$ cat src/rtl/blf_pkg.sv
package blf_pkg;

    typedef enum logic [2:0] {
        SQ_IDLE,
        SQ_LIT,
        SQ_DARK,
        SQ_PAUSE,
        SQ_FINAL,
        SQ_BLINK
    } seq_state_e;

    typedef enum logic [1:0] {
        RM_OFF,
        RM_STEADY,
        RM_BLINK
    } red_mode_e;

    // Digit at position pos (0 = least significant) of value in base radix.
    function automatic int unsigned digit_at(input int unsigned value,
                                             input int unsigned pos,
                                             input int unsigned radix);
        int unsigned v;
        v = value;
        for (int i = 0; i < 32; i++) begin
            if (i < int'(pos)) v = v / radix;
        end
        return v % radix;
    endfunction

    function automatic int unsigned max_u(input int unsigned a, input int unsigned b);
        return (a > b) ? a : b;
    endfunction

endpackage

$ cat src/rtl/blf_code_store.sv
module blf_code_store #(
    parameter int unsigned  CODE_W    = 8,
    parameter logic [CODE_W-1:0] FAIL_CODE = '1
) (
    input  logic              clk,
    input  logic              rst,
    input  logic              wr_en_i,
    input  logic [CODE_W-1:0] wr_data_i,
    output logic [CODE_W-1:0] stored_o,
    output logic              fail_wr_o
);

    logic [CODE_W-1:0] stored_q;

    assign fail_wr_o = wr_en_i && (wr_data_i == FAIL_CODE);
    assign stored_o  = stored_q;

    always_ff @(posedge clk) begin
        if (rst) begin
            stored_q <= '0;
        end else if (wr_en_i && !fail_wr_o) begin
            stored_q <= wr_data_i;
        end
    end

    AST_FAIL_NOT_STORED: assert property (@(posedge clk) disable iff (rst)
        fail_wr_o |=> $stable(stored_q));

endmodule

$ cat src/rtl/blf_tick_timer.sv
module blf_tick_timer #(
    parameter int unsigned TW = 10
) (
    input  logic          clk,
    input  logic          rst,
    input  logic          load_i,
    input  logic [TW-1:0] load_val_i,
    input  logic          tick_i,
    output logic          done_o
);

    logic [TW-1:0] cnt_q;

    // Interval of N ticks finishes on the edge that samples the Nth tick.
    assign done_o = tick_i && (cnt_q == TW'(1));

    always_ff @(posedge clk) begin
        if (rst) begin
            cnt_q <= '0;
        end else if (load_i) begin
            cnt_q <= load_val_i;
        end else if (tick_i && (cnt_q != '0)) begin
            cnt_q <= cnt_q - TW'(1);
        end
    end

    AST_TIMER_SETTLES: assert property (@(posedge clk) disable iff (rst)
        (done_o && !load_i) |=> (cnt_q == '0));

    AST_TIMER_LOAD_NONZERO: assert property (@(posedge clk) disable iff (rst)
        load_i |-> (load_val_i != '0));

endmodule

$ cat src/rtl/blf_playback_seq.sv
module blf_playback_seq
    import blf_pkg::*;
#(
    parameter int unsigned CODE_W         = 8,
    parameter int unsigned RADIX          = 5,
    parameter int unsigned NUM_DIGITS     = 3,
    parameter int unsigned DIG_W          = 3,
    parameter int unsigned IDX_W          = 2,
    parameter int unsigned TW             = 10,
    parameter int unsigned ZERO_ON_MS     = 1000,
    parameter int unsigned SHORT_ON_MS    = 100,
    parameter int unsigned GAP_MS         = 200,
    parameter int unsigned DIGIT_PAUSE_MS = 700,
    parameter int unsigned FINAL_WAIT_MS  = 1000
) (
    input  logic              clk,
    input  logic              rst,
    input  logic              start_i,
    input  logic [CODE_W-1:0] code_i,
    input  logic              tick_i,
    output logic              status_led_o,
    output logic              busy_o,
    output logic              blink_go_o
);

    seq_state_e        state_q, state_d;
    logic [IDX_W-1:0]  idx_q, idx_d;
    logic [DIG_W-1:0]  left_q, left_d;
    logic [DIG_W-1:0]  digits_q [NUM_DIGITS];

    logic              t_load;
    logic [TW-1:0]     t_val;
    logic              t_done;

    logic              accept;
    logic              enter;
    logic [DIG_W-1:0]  enter_dig;
    logic [DIG_W-1:0]  first_dig;

    assign accept    = start_i && ((state_q == SQ_IDLE) || (state_q == SQ_BLINK));
    assign first_dig = DIG_W'(digit_at(32'(code_i), NUM_DIGITS - 1, RADIX));

    blf_tick_timer #(.TW(TW)) u_phase_timer (
        .clk        (clk),
        .rst        (rst),
        .load_i     (t_load),
        .load_val_i (t_val),
        .tick_i     (tick_i),
        .done_o     (t_done)
    );

    always_comb begin
        state_d    = state_q;
        idx_d      = idx_q;
        left_d     = left_q;
        t_load     = 1'b0;
        t_val      = '0;
        blink_go_o = 1'b0;
        enter      = 1'b0;
        enter_dig  = '0;
        unique case (state_q)
            SQ_IDLE, SQ_BLINK: begin
                if (accept) begin
                    idx_d     = IDX_W'(NUM_DIGITS - 1);
                    enter     = 1'b1;
                    enter_dig = first_dig;
                end
            end
            SQ_LIT: begin
                if (t_done) begin
                    state_d = SQ_DARK;
                    t_load  = 1'b1;
                    t_val   = TW'(GAP_MS);
                end
            end
            SQ_DARK: begin
                if (t_done) begin
                    t_load = 1'b1;
                    if (left_q > DIG_W'(1)) begin
                        left_d  = left_q - DIG_W'(1);
                        state_d = SQ_LIT;
                        t_val   = TW'(SHORT_ON_MS);
                    end else begin
                        state_d = SQ_PAUSE;
                        t_val   = TW'(DIGIT_PAUSE_MS);
                    end
                end
            end
            SQ_PAUSE: begin
                if (t_done) begin
                    if (idx_q == '0) begin
                        state_d = SQ_FINAL;
                        t_load  = 1'b1;
                        t_val   = TW'(FINAL_WAIT_MS);
                    end else begin
                        idx_d     = idx_q - IDX_W'(1);
                        enter     = 1'b1;
                        enter_dig = digits_q[idx_q - IDX_W'(1)];
                    end
                end
            end
            SQ_FINAL: begin
                if (t_done) begin
                    state_d    = SQ_BLINK;
                    blink_go_o = 1'b1;
                end
            end
            default: state_d = SQ_IDLE;
        endcase
        if (enter) begin
            state_d = SQ_LIT;
            t_load  = 1'b1;
            if (enter_dig == '0) begin
                left_d = '0;
                t_val  = TW'(ZERO_ON_MS);
            end else begin
                left_d = enter_dig;
                t_val  = TW'(SHORT_ON_MS);
            end
        end
    end

    always_ff @(posedge clk) begin
        if (rst) begin
            state_q <= SQ_IDLE;
            idx_q   <= '0;
            left_q  <= '0;
            for (int k = 0; k < NUM_DIGITS; k++) digits_q[k] <= '0;
        end else begin
            state_q <= state_d;
            idx_q   <= idx_d;
            left_q  <= left_d;
            if (accept) begin
                for (int k = 0; k < NUM_DIGITS; k++) begin
                    digits_q[k] <= DIG_W'(digit_at(32'(code_i), k, RADIX));
                end
            end
        end
    end

    assign status_led_o = (state_q == SQ_LIT);
    assign busy_o       = (state_q != SQ_IDLE) && (state_q != SQ_BLINK);

    AST_LIT_NEEDS_TICK: assert property (@(posedge clk) disable iff (rst)
        (state_q == SQ_LIT && !tick_i) |=> (state_q == SQ_LIT));

    AST_FLASH_RANGE: assert property (@(posedge clk) disable iff (rst)
        busy_o |-> (left_q <= DIG_W'(RADIX - 1)));

    AST_DIGIT_ORDER: assert property (@(posedge clk) disable iff (rst)
        (state_q == SQ_PAUSE && t_done && idx_q != '0) |=> (idx_q == $past(idx_q) - IDX_W'(1)));

endmodule

$ cat src/rtl/blf_red_ctrl.sv
module blf_red_ctrl
    import blf_pkg::*;
#(
    parameter int unsigned TW            = 10,
    parameter int unsigned BLINK_HALF_MS = 500
) (
    input  logic clk,
    input  logic rst,
    input  logic start_i,
    input  logic blink_go_i,
    input  logic tick_i,
    output logic red_o
);

    red_mode_e mode_q;
    logic      red_q;
    logic      t_load;
    logic      t_done;

    assign t_load = blink_go_i || ((mode_q == RM_BLINK) && t_done && !start_i);

    blf_tick_timer #(.TW(TW)) u_blink_timer (
        .clk        (clk),
        .rst        (rst),
        .load_i     (t_load),
        .load_val_i (TW'(BLINK_HALF_MS)),
        .tick_i     (tick_i),
        .done_o     (t_done)
    );

    always_ff @(posedge clk) begin
        if (rst) begin
            mode_q <= RM_OFF;
            red_q  <= 1'b0;
        end else if (start_i) begin
            mode_q <= RM_STEADY;
            red_q  <= 1'b1;
        end else if (blink_go_i) begin
            mode_q <= RM_BLINK;
        end else if ((mode_q == RM_BLINK) && t_done) begin
            red_q <= !red_q;
        end
    end

    assign red_o = red_q;

    AST_RED_TICK_ONLY: assert property (@(posedge clk) disable iff (rst)
        (mode_q == RM_BLINK && !tick_i && !start_i) |=> $stable(red_q));

endmodule

$ cat src/rtl/boot_flash_encoder.sv
module boot_flash_encoder
    import blf_pkg::*;
#(
    parameter int unsigned CODE_W         = 8,
    parameter int unsigned RADIX          = 5,
    parameter int unsigned NUM_DIGITS     = 3,
    parameter int unsigned ZERO_ON_MS     = 1000,
    parameter int unsigned SHORT_ON_MS    = 100,
    parameter int unsigned GAP_MS         = 200,
    parameter int unsigned DIGIT_PAUSE_MS = 700,
    parameter int unsigned FINAL_WAIT_MS  = 1000,
    parameter int unsigned BLINK_HALF_MS  = 500
) (
    input  logic              clk,
    input  logic              rst,
    input  logic              code_wr_en,
    input  logic [CODE_W-1:0] code_wr_data,
    input  logic              fail_req,
    input  logic              ms_tick,
    output logic              status_led,
    output logic              red_led,
    output logic              busy
);

    localparam int unsigned DIG_W   = (RADIX > 2) ? $clog2(RADIX) : 1;
    localparam int unsigned IDX_W   = (NUM_DIGITS > 1) ? $clog2(NUM_DIGITS) : 1;
    localparam int unsigned MAX_DUR = max_u(max_u(max_u(ZERO_ON_MS, SHORT_ON_MS),
                                                  max_u(GAP_MS, DIGIT_PAUSE_MS)),
                                            max_u(FINAL_WAIT_MS, BLINK_HALF_MS));
    localparam int unsigned TW      = $clog2(MAX_DUR + 1);

    logic [CODE_W-1:0] stored;
    logic              fail_wr;
    logic              fail_any;
    logic              start;
    logic              blink_go;

    blf_code_store #(
        .CODE_W    (CODE_W),
        .FAIL_CODE ({CODE_W{1'b1}})
    ) u_store (
        .clk       (clk),
        .rst       (rst),
        .wr_en_i   (code_wr_en),
        .wr_data_i (code_wr_data),
        .stored_o  (stored),
        .fail_wr_o (fail_wr)
    );

    assign fail_any = fail_req || fail_wr;
    assign start    = fail_any && !busy;

    blf_playback_seq #(
        .CODE_W         (CODE_W),
        .RADIX          (RADIX),
        .NUM_DIGITS     (NUM_DIGITS),
        .DIG_W          (DIG_W),
        .IDX_W          (IDX_W),
        .TW             (TW),
        .ZERO_ON_MS     (ZERO_ON_MS),
        .SHORT_ON_MS    (SHORT_ON_MS),
        .GAP_MS         (GAP_MS),
        .DIGIT_PAUSE_MS (DIGIT_PAUSE_MS),
        .FINAL_WAIT_MS  (FINAL_WAIT_MS)
    ) u_seq (
        .clk          (clk),
        .rst          (rst),
        .start_i      (start),
        .code_i       (stored),
        .tick_i       (ms_tick),
        .status_led_o (status_led),
        .busy_o       (busy),
        .blink_go_o   (blink_go)
    );

    blf_red_ctrl #(
        .TW            (TW),
        .BLINK_HALF_MS (BLINK_HALF_MS)
    ) u_red (
        .clk        (clk),
        .rst        (rst),
        .start_i    (start),
        .blink_go_i (blink_go),
        .tick_i     (ms_tick),
        .red_o      (red_led)
    );

    AST_BUSY_RED: assert property (@(posedge clk) disable iff (rst)
        busy |-> red_led);

    AST_START_LIGHTS_RED: assert property (@(posedge clk) disable iff (rst)
        (!busy && fail_any) |=> (busy && red_led));

    AST_IGNORE_WHILE_BUSY: assert property (@(posedge clk) disable iff (rst)
        (busy && fail_any && !ms_tick) |=> busy);

endmodule

$ cat config.mk
export PLATFORM = sky130hd
export DESIGN_NAME = boot_flash_encoder
export DESIGN_NICKNAME = d
export VERILOG_FILES = /design/src/rtl/blf_pkg.sv /design/src/rtl/blf_code_store.sv /design/src/rtl/blf_tick_timer.sv /design/src/rtl/blf_playback_seq.sv /design/src/rtl/blf_red_ctrl.sv /design/src/rtl/boot_flash_encoder.sv
export SDC_FILE = /design/constraint.sdc
export NUM_CORES = 1
export LEC_CHECK = 0
export CORE_ASPECT_RATIO = 1.5
export CORE_MARGIN = 8
export CORE_UTILIZATION = 30
export CTS_CLUSTER_SIZE = 8
export DETAILED_ROUTE_END_ITERATION = 6
export GPL_TIMING_DRIVEN = 0
export SLEW_MARGIN = 15
export SYNTH_ARGS = -nofsm -noshare
export SYNTH_HDL_FRONTEND = slang
export SYNTH_SLANG_ARGS = --single-unit
$ cat constraint.sdc
create_clock -name clk -period 9.2 [get_ports clk]
set_clock_uncertainty 0.15 [all_clocks]
set_input_delay 0.92 -clock clk [delete_from_list [all_inputs] [get_ports clk]]
set_output_delay 0.92 -clock clk [all_outputs]
set_load 0.05 [all_outputs]
==> flow_summary_export.csv, run 1 <==
group,metric,value,unit
outcome,status,"complete, no violations",
placement,placed_cell_area,0.00517,sq mm
logic_synthesis,ys_top_cells_by_count,"71 x nor2_1, 50 x a21oi_1, 49 x nand2_1",
logic_synthesis,yosys_warnings,0,
finish,layout.nets,716,
critical_path,cp_top_family,"compound AO/OA/AOI/OAI gates",
detailed_routing,vias_per_cell,5.63,
clock_network,cts_root_buf,"clkbuf_16",
hold_path,holdPathStages,2,
critical_path,r2r_slack,430,ps
logic_synthesis,synth-xor-area-share,4.23,%
critical_path,critPathSlowestCell,"or4_4",
logic_synthesis,synthTopCellsByArea,"dfxtp_1 16%, ha_1 6.3%, edfxtp_1 5.7%",
logic_synthesis,synth_ff_type,"dfxtp_1",
global_routing,grt_pass1_vias,4795,
placement,globalplace.congestion,0.872,
detailed_routing,drc_errors,0,
logic_synthesis,synth_adder_area_share,6.73,%
hold_path,holdCritStartpoint,"u_red.mode_q[1]$_SDFFE_PP0P_",
die,die_width,119,um
critical_path,crit_type,"flop to flop",
pwr,power,1.17,mW
detailed_routing,drtAntennaViolNets,0,
logic_synthesis,ys_types,86,
placement,hpwl,10.3,mm
sta,holdWs,329,ps
finish,final_cells,883,
detailed_routing,num_vias,4968,
logic_synthesis,netlist_area,0.00476,sq mm
critical_path,critPathMostFrequentCell,"buf_6",
hold_path,whs_endpoint,"u_red.mode_q[1]$_SDFFE_PP0P_",
die,row_count,56,
critical_path,cp.depth,44,
logic_synthesis,ys_ff_latch,48,
die,die_h,170,um
sta,finalSetupViolCount,0,
logic_synthesis,synth.yosys.seq_area_share,22.1,%
global_routing,track_usage,13.1,%
clock_network,cts_buffer_depth,2,
finish,utilization,36.7,%
critical_path,cp-end-kind,"flop",
run,maxCapViolCount,0,
logic_synthesis,syn-instance-count,635,
logic_synthesis,syn_nets,672,
critical_path,critPathArrivalTime,8820,ps
critical_path,reg2reg_depth,44,
critical_path,slowest_delay,530,ps
clock_network,clk_pin_slew_worst_paths,70,ps
detailed_routing,routedWlPerCell,15.5,um
logic_synthesis,synth-edff-count,9,
logic_synthesis,yosysMostFrequentCell,"nor2_1",
clock_network,cts_buffers,5,
logic_synthesis,synth-simple-area-share,26.1,%
global_routing,antenna_found_initial,0,
critical_path,critical_path_buf_inv_count,6,
global_routing,grt_pass1_wl,22.6,mm
sta,tns,0,ps
detailed_routing,drt_iter0_drc,418,
logic_synthesis,synth_top_cell_by_area,"dfxtp_1",
clock_network,cts.sinks,48,
clock_network,insertion_delay,290,ps
critical_path,critical_path.max_fanout,10,
die,core,0.0156,sq mm
critical_path,reg2reg_from,"u_store.stored_o[6]$_SDFFE_PP0P_",
critical_path,r2r-end,"u_seq.u_phase_timer.cnt_q[7]$_SDFFE_PP0P_",
logic_synthesis,muxShareOfSynthArea,2.76,%
placement,dp_worst_setup_slack,-1560,ps
sta,fin_crit_sh,95.3,%
hold_path,min_path_type,"flop to flop",
placement,place_inst,853,
sta,timing.fmax,114,MHz
logic_synthesis,syn_avg_cell_area,7.50,sq um
sta,period_minus_slack,8770,ps
sta,drv_slew,0,
pwr,power_density,204,mW/mm^2
logic_synthesis,synth_top_family_by_area,"compound AO/OA/AOI/OAI gates",
finish,nFillCells,1625,
finish,layout-drive-gt1-share,15.3,%
finish,antenna_cells,0,
detailed_routing,firstDrtPassIters,5,
finish,ff_latch_area,0.00106,sq mm
die,num_io_pins,16,
finish,area_growth,20.5,%
clock_network,cts_tree,"yes",
finish,final_area,0.00574,sq mm
global_routing,gr-total-overflow,0,
pwr,vdd_drop_max,0.128,mV
die,initial_utilization,30.5,%
sta,slew_headroom,47.1,%
critical_path,startpoint_type,"flop",
sta,finalWorstSetupSlack,428,ps
placement,port_buffers,15,
global_routing,grt_max_degree,17,
logic_synthesis,synth_top_area_share,16.4,%
sta,tightest_slew,788,ps
logic_synthesis,synth_compound_area_share,31.9,%
finish,multiInputGateArea,0.00366,sq mm
clock_network,h-tree-depth,2,
sta,timing_hold_violations_final,0,
logic_synthesis,synthArstFlopShare,0,%
detailed_routing,drt-total-wl,13.7,mm
pwr,power.leakage,2.07,nW
critical_path,critical_path_required,9240,ps
die,die-area,0.0202,sq mm
routing by layer:
metal | vias up | track usage [%] | wire length [um]
met5 | - | 0 | 0
met4 | 0 | 5.47 | 443
met3 | 32 | 1.26 | 388
met2 | 112 | 26.4 | 7470
met1 | 2352 | 13.3 | 5380
li1 | 2472 | - | -
power by group:
part           total [mW]  switching, mW  leakage (nW)  internal [mW]
Sequential          0.298         0.0381         0.420          0.260
Combinational       0.689          0.391          1.59          0.298
Clock               0.181         0.0803        0.0660          0.101
tightest hold or removal path, stage by stage (launching register included):
cell,delay [ps]
dfxtp_1,330
nor2_1,50
nor2_1,70
placed cells by master, fill, tap and decap left out, types with 6 or more instances in the layout:
cell type	n
a211oi_1	17
a21oi_1	48
a31oi_1	11
buf_4	22
buf_6	6
clkbuf_1	13
clkdlybuf4s50_1	15
dfxtp_1	37
edfxtp_1	9
ha_1	20
inv_1	35
mux2i_1	11
nand2_1	49
nand2b_1	13
nand3_1	20
nand4_1	9
nor2_1	67
nor2b_1	12
nor3_1	17
nor4_1	6
o21ai_0	32
o31ai_1	6
or3_1	10
xnor2_1	15
xor2_1	6
worst max-delay path by stage:
stage                                     start                                   endpoint  slack, ps
6_report       u_store.stored_o[6]$_SDFFE_PP0P_  u_seq.u_phase_timer.cnt_q[7]$_SDFFE_PP0P_        430
5_1_grt        u_store.stored_o[6]$_SDFFE_PP0P_  u_seq.u_phase_timer.cnt_q[7]$_SDFFE_PP0P_        -40
4_1_cts        u_store.stored_o[6]$_SDFFE_PP0P_  u_seq.u_phase_timer.cnt_q[7]$_SDFFE_PP0P_         30
3_5_place_dp   u_store.stored_o[6]$_SDFFE_PP0P_  u_seq.u_phase_timer.cnt_q[2]$_SDFFE_PP0P_      -1560
3_3_place_gp   u_store.stored_o[6]$_SDFFE_PP0P_  u_seq.u_phase_timer.cnt_q[2]$_SDFFE_PP0P_      -1540
2_1_floorplan  u_store.stored_o[6]$_SDFFE_PP0P_  u_seq.u_phase_timer.cnt_q[3]$_SDFFE_PP0P_         50
timing repair:
| item | in CTS | in global routing |
|---|---|---|
| hold buffers | 0 | 0 |
| buffers inserted | 11 | 10 |
| setup endpoints to repair | 11 | 10 |
| pin swaps | 5 | 12 |
| resized for setup | 32 | 31 |
| cloned | 0 | 1 |
cell type report:
| class | count | share of cell area [%] |
|---|---|---|
| Clock inverter | 3 | 0.414 |
| Timing Repair Buffer | 37 | 5.45 |
| Clock buffer | 5 | 2.18 |
| Multi-Input combinational cell | 520 | 63.7 |
| Inverter | 40 | 2.75 |
| Buffer | 27 | 2.70 |
| Sequential cell | 48 | 18.4 |
| Tap cell | 203 | 4.42 |
registers in the layout, indices dropped and copies added (netlist names):
register and flops:
u_seq.state_q 3, u_red.u_blink_timer.cnt_q 10, u_red.red_o 1, u_seq.left_q 3, u_seq.u_phase_timer.cnt_q 10, u_seq.idx_q 2, u_red.mode_q 2, u_store.stored_o 8
u_seq.digits_q 9
cells by family (layout without fill, tap and decap cells):
logic type / after synthesis / after routing
flops: 48 / 48
mux: 13 / 13
compound gates: 213 / 213
buf+inv: 67 / 112
simple gates: 245 / 245
xor+xnor: 23 / 23
fa+ha+maj: 26 / 26
Note: power is estimated with default switching activity, not from simulation.
==> run 2, diff against run 1 <==
REMOVE_ABC_BUFFERS = 1   (was not set)
==> flow_summary_export.csv, run 2 (synthesis results as in run 1) <==
group,metric,value,unit
critical_path,r2r_slack,420,ps
sta,timing.fmax,114,MHz
placement,hpwl,9.63,mm
pwr,vdd_drop_max,0.111,mV
sta,finalSetupViolCount,0,
clock_network,holdBufCountCts,0,
placement,placed_cell_area,0.00502,sq mm
pwr,p_int,706,uW
detailed_routing,num_vias,4834,
die,die_h,170,um
critical_path,critPathArrivalTime,8820,ps
detailed_routing,vias_per_cell,5.64,
pwr,p_seq_share,25.0,%
finish,area_growth,18.8,%
critical_path,cp-end-kind,"flop",
sta,slew_headroom,40.5,%
placement,port_buffers,15,
detailed_routing,drtAntennaViolNets,0,
die,core,0.0156,sq mm
critical_path,reg2reg_from,"u_store.stored_o[5]$_SDFFE_PP0P_",
detailed_routing,drt_iter0_drc,373,
finish,final_cell_mix,"68 x nor2_1, 49 x nand2_1, 48 x a21oi_1",
clock_network,cts_tree,"yes",
critical_path,r2r-end,"u_seq.u_phase_timer.cnt_q[3]$_SDFFE_PP0P_",
finish,final_area,0.00566,sq mm
detailed_routing,routedWlPerCell,15.3,um
critical_path,cp-endpoint,"u_seq.u_phase_timer.cnt_q[3]$_SDFFE_PP0P_",
global_routing,gr-total-overflow,0,
pwr,power_switching,499,uW
finish,reg.largest.list,"u_red.u_blink_timer.cnt_q (10), u_seq.u_phase_timer.cnt_q (10), u_seq.digits_q (9)",
pwr,power.leakage,2.04,nW
sta,period_minus_slack,8780,ps
sta,fin_crit_sh,95.5,%
critical_path,critPathLaunch,"u_store.stored_o[5]$_SDFFE_PP0P_",
clock_network,h-tree-depth,2,
critical_path,reg2reg_depth,37,
finish,layout-drive-gt1-share,15.1,%
critical_path,slowest_delay,540,ps
die,initial_utilization,30.5,%
clock_network,cts_root_buf,"clkbuf_16",
detailed_routing,drt-total-wl,13.1,mm
clock_network,cts_buffers,5,
detailed_routing,firstDrtPassIters,5,
finish,utilization,36.2,%
sta,tightest_slew,886,ps
global_routing,grt_max_degree,35,
critical_path,startpoint_type,"flop",
sta,drv_slew,0,
die,num_io_pins,16,
sta,timing_hold_violations_final,0,
die,die-area,0.0202,sq mm
clock_network,cts.sinks,48,
critical_path,crit_type,"flop to flop",
pwr,clkPwrFrac,19.9,%
global_routing,antenna_found_initial,0,
clock_network,insertion_delay,290,ps
die,row_count,56,
global_routing,track_usage,12.6,%
hold_path,holdPathStages,2,
critical_path,critical_path_required,9240,ps
clock_network,clk_pin_slew_worst_paths,70,ps
critical_path,critical_path.max_fanout,13,
critical_path,critPathSlowestCell,"or4_4",
run,maxCapViolCount,0,
outcome,status,"complete, no violations",
pwr,p_comb_share,55.2,%
finish,nFillCells,1642,
die,die_width,119,um
placement,globalplace.congestion,0.869,
pwr,swShare,41.4,%
global_routing,grt_pass1_vias,4596,
pwr,power_density,213,mW/mm^2
global_routing,grt_pass1_wl,21.7,mm
clock_network,cts_buffer_depth,2,
critical_path,critPathMostFrequentCell,"ha_1",
finish,final_common_cell,"nor2_1",
finish,layout.nets,690,
detailed_routing,drc_errors,0,
finish,antenna_cells,0,
pwr,power,1.20,mW
hold_path,min_path_type,"flop to flop",
## run 2: cell count changes in the layout (fill, tap and decap cells not counted), moves of 2 or more
cell,previous run,this run
buf_2,5,1
clkinvlp_4,2,0
buf_6,6,0
bufinv_16,0,2
o21ai_2,4,2
clkbuf_1,13,0
buf_1,3,0
a31oi_2,1,3
## run 2: how the worst min path moves through the flow
stage,end,slack [ps],from
4_1_cts,u_red.mode_q[0]$_SDFFE_PP0P_,340,u_red.mode_q[0]$_SDFFE_PP0P_
3_3_place_gp,u_red.mode_q[0]$_SDFFE_PP0P_,320,u_red.mode_q[0]$_SDFFE_PP0P_
5_1_grt,u_red.mode_q[0]$_SDFFE_PP0P_,380,u_red.mode_q[0]$_SDFFE_PP0P_
6_report,u_red.mode_q[0]$_SDFFE_PP0P_,340,u_red.mode_q[0]$_SDFFE_PP0P_
3_5_place_dp,u_red.mode_q[0]$_SDFFE_PP0P_,320,u_red.mode_q[0]$_SDFFE_PP0P_
2_1_floorplan,u_red.mode_q[1]$_SDFFE_PP0P_,290,u_red.mode_q[1]$_SDFFE_PP0P_
## run 2: critical path, delay by kind of cell (launching register included)
family	cells	cell delay (ps)
compound gates	15	3470
simple gates	10	2180
fa+ha+maj	6	1540
buf+inv	4	520
flops	1	390
xor+xnor	2	380
## run 2: area by class of cell
class / count / area, sq um / area share [%]
multi-input cells: 521 / 3680 / 65.1
flip-flops and latches: 48 / 1060 / 18.7
repair buffers: 37 / 310 / 5.49
well taps: 203 / 254 / 4.49
inverters: 40 / 154 / 2.72
clock buffers: 5 / 125 / 2.21
clock inverters: 3 / 68.8 / 1.22
## run 2: what timing repair did
item	4_1_cts	5_1_grt
setup endpoints to repair	14	10
gates resized for setup	44	18
buffers inserted	10	12
pin swaps	10	4
gates cloned	1	0
## run 2: stage by stage
stage	worst slack (ps)	std cells	TNS, ps	hold WS, ps
floorplan	-852	608	-5650	290
global placement	-2910	826	-32010	317
detailed placement	-2400	826	-25400	325
CTS	30.3	845	0	339
global route	-51.2	857	-101	380
finish	418	857	0	342
## run 2: power groups by stage
stage               Clock, mW  Combinational, mW  Sequential, mW
finish                  0.239              0.665           0.301
global route            0.252              0.741           0.308
CTS                     0.244              0.624           0.301
floorplan                   0              0.466           0.297
detailed placement          0              0.580           0.305
global placement            0              0.580           0.304
## run 2: layer usage
layer	track usage (%)	wire (um)	up-vias
met5	0	0	-
met4	4.80	275	0
met3	1.53	372	21
met2	24.7	7190	97
met1	13.3	5310	2304
li1	-	-	2412
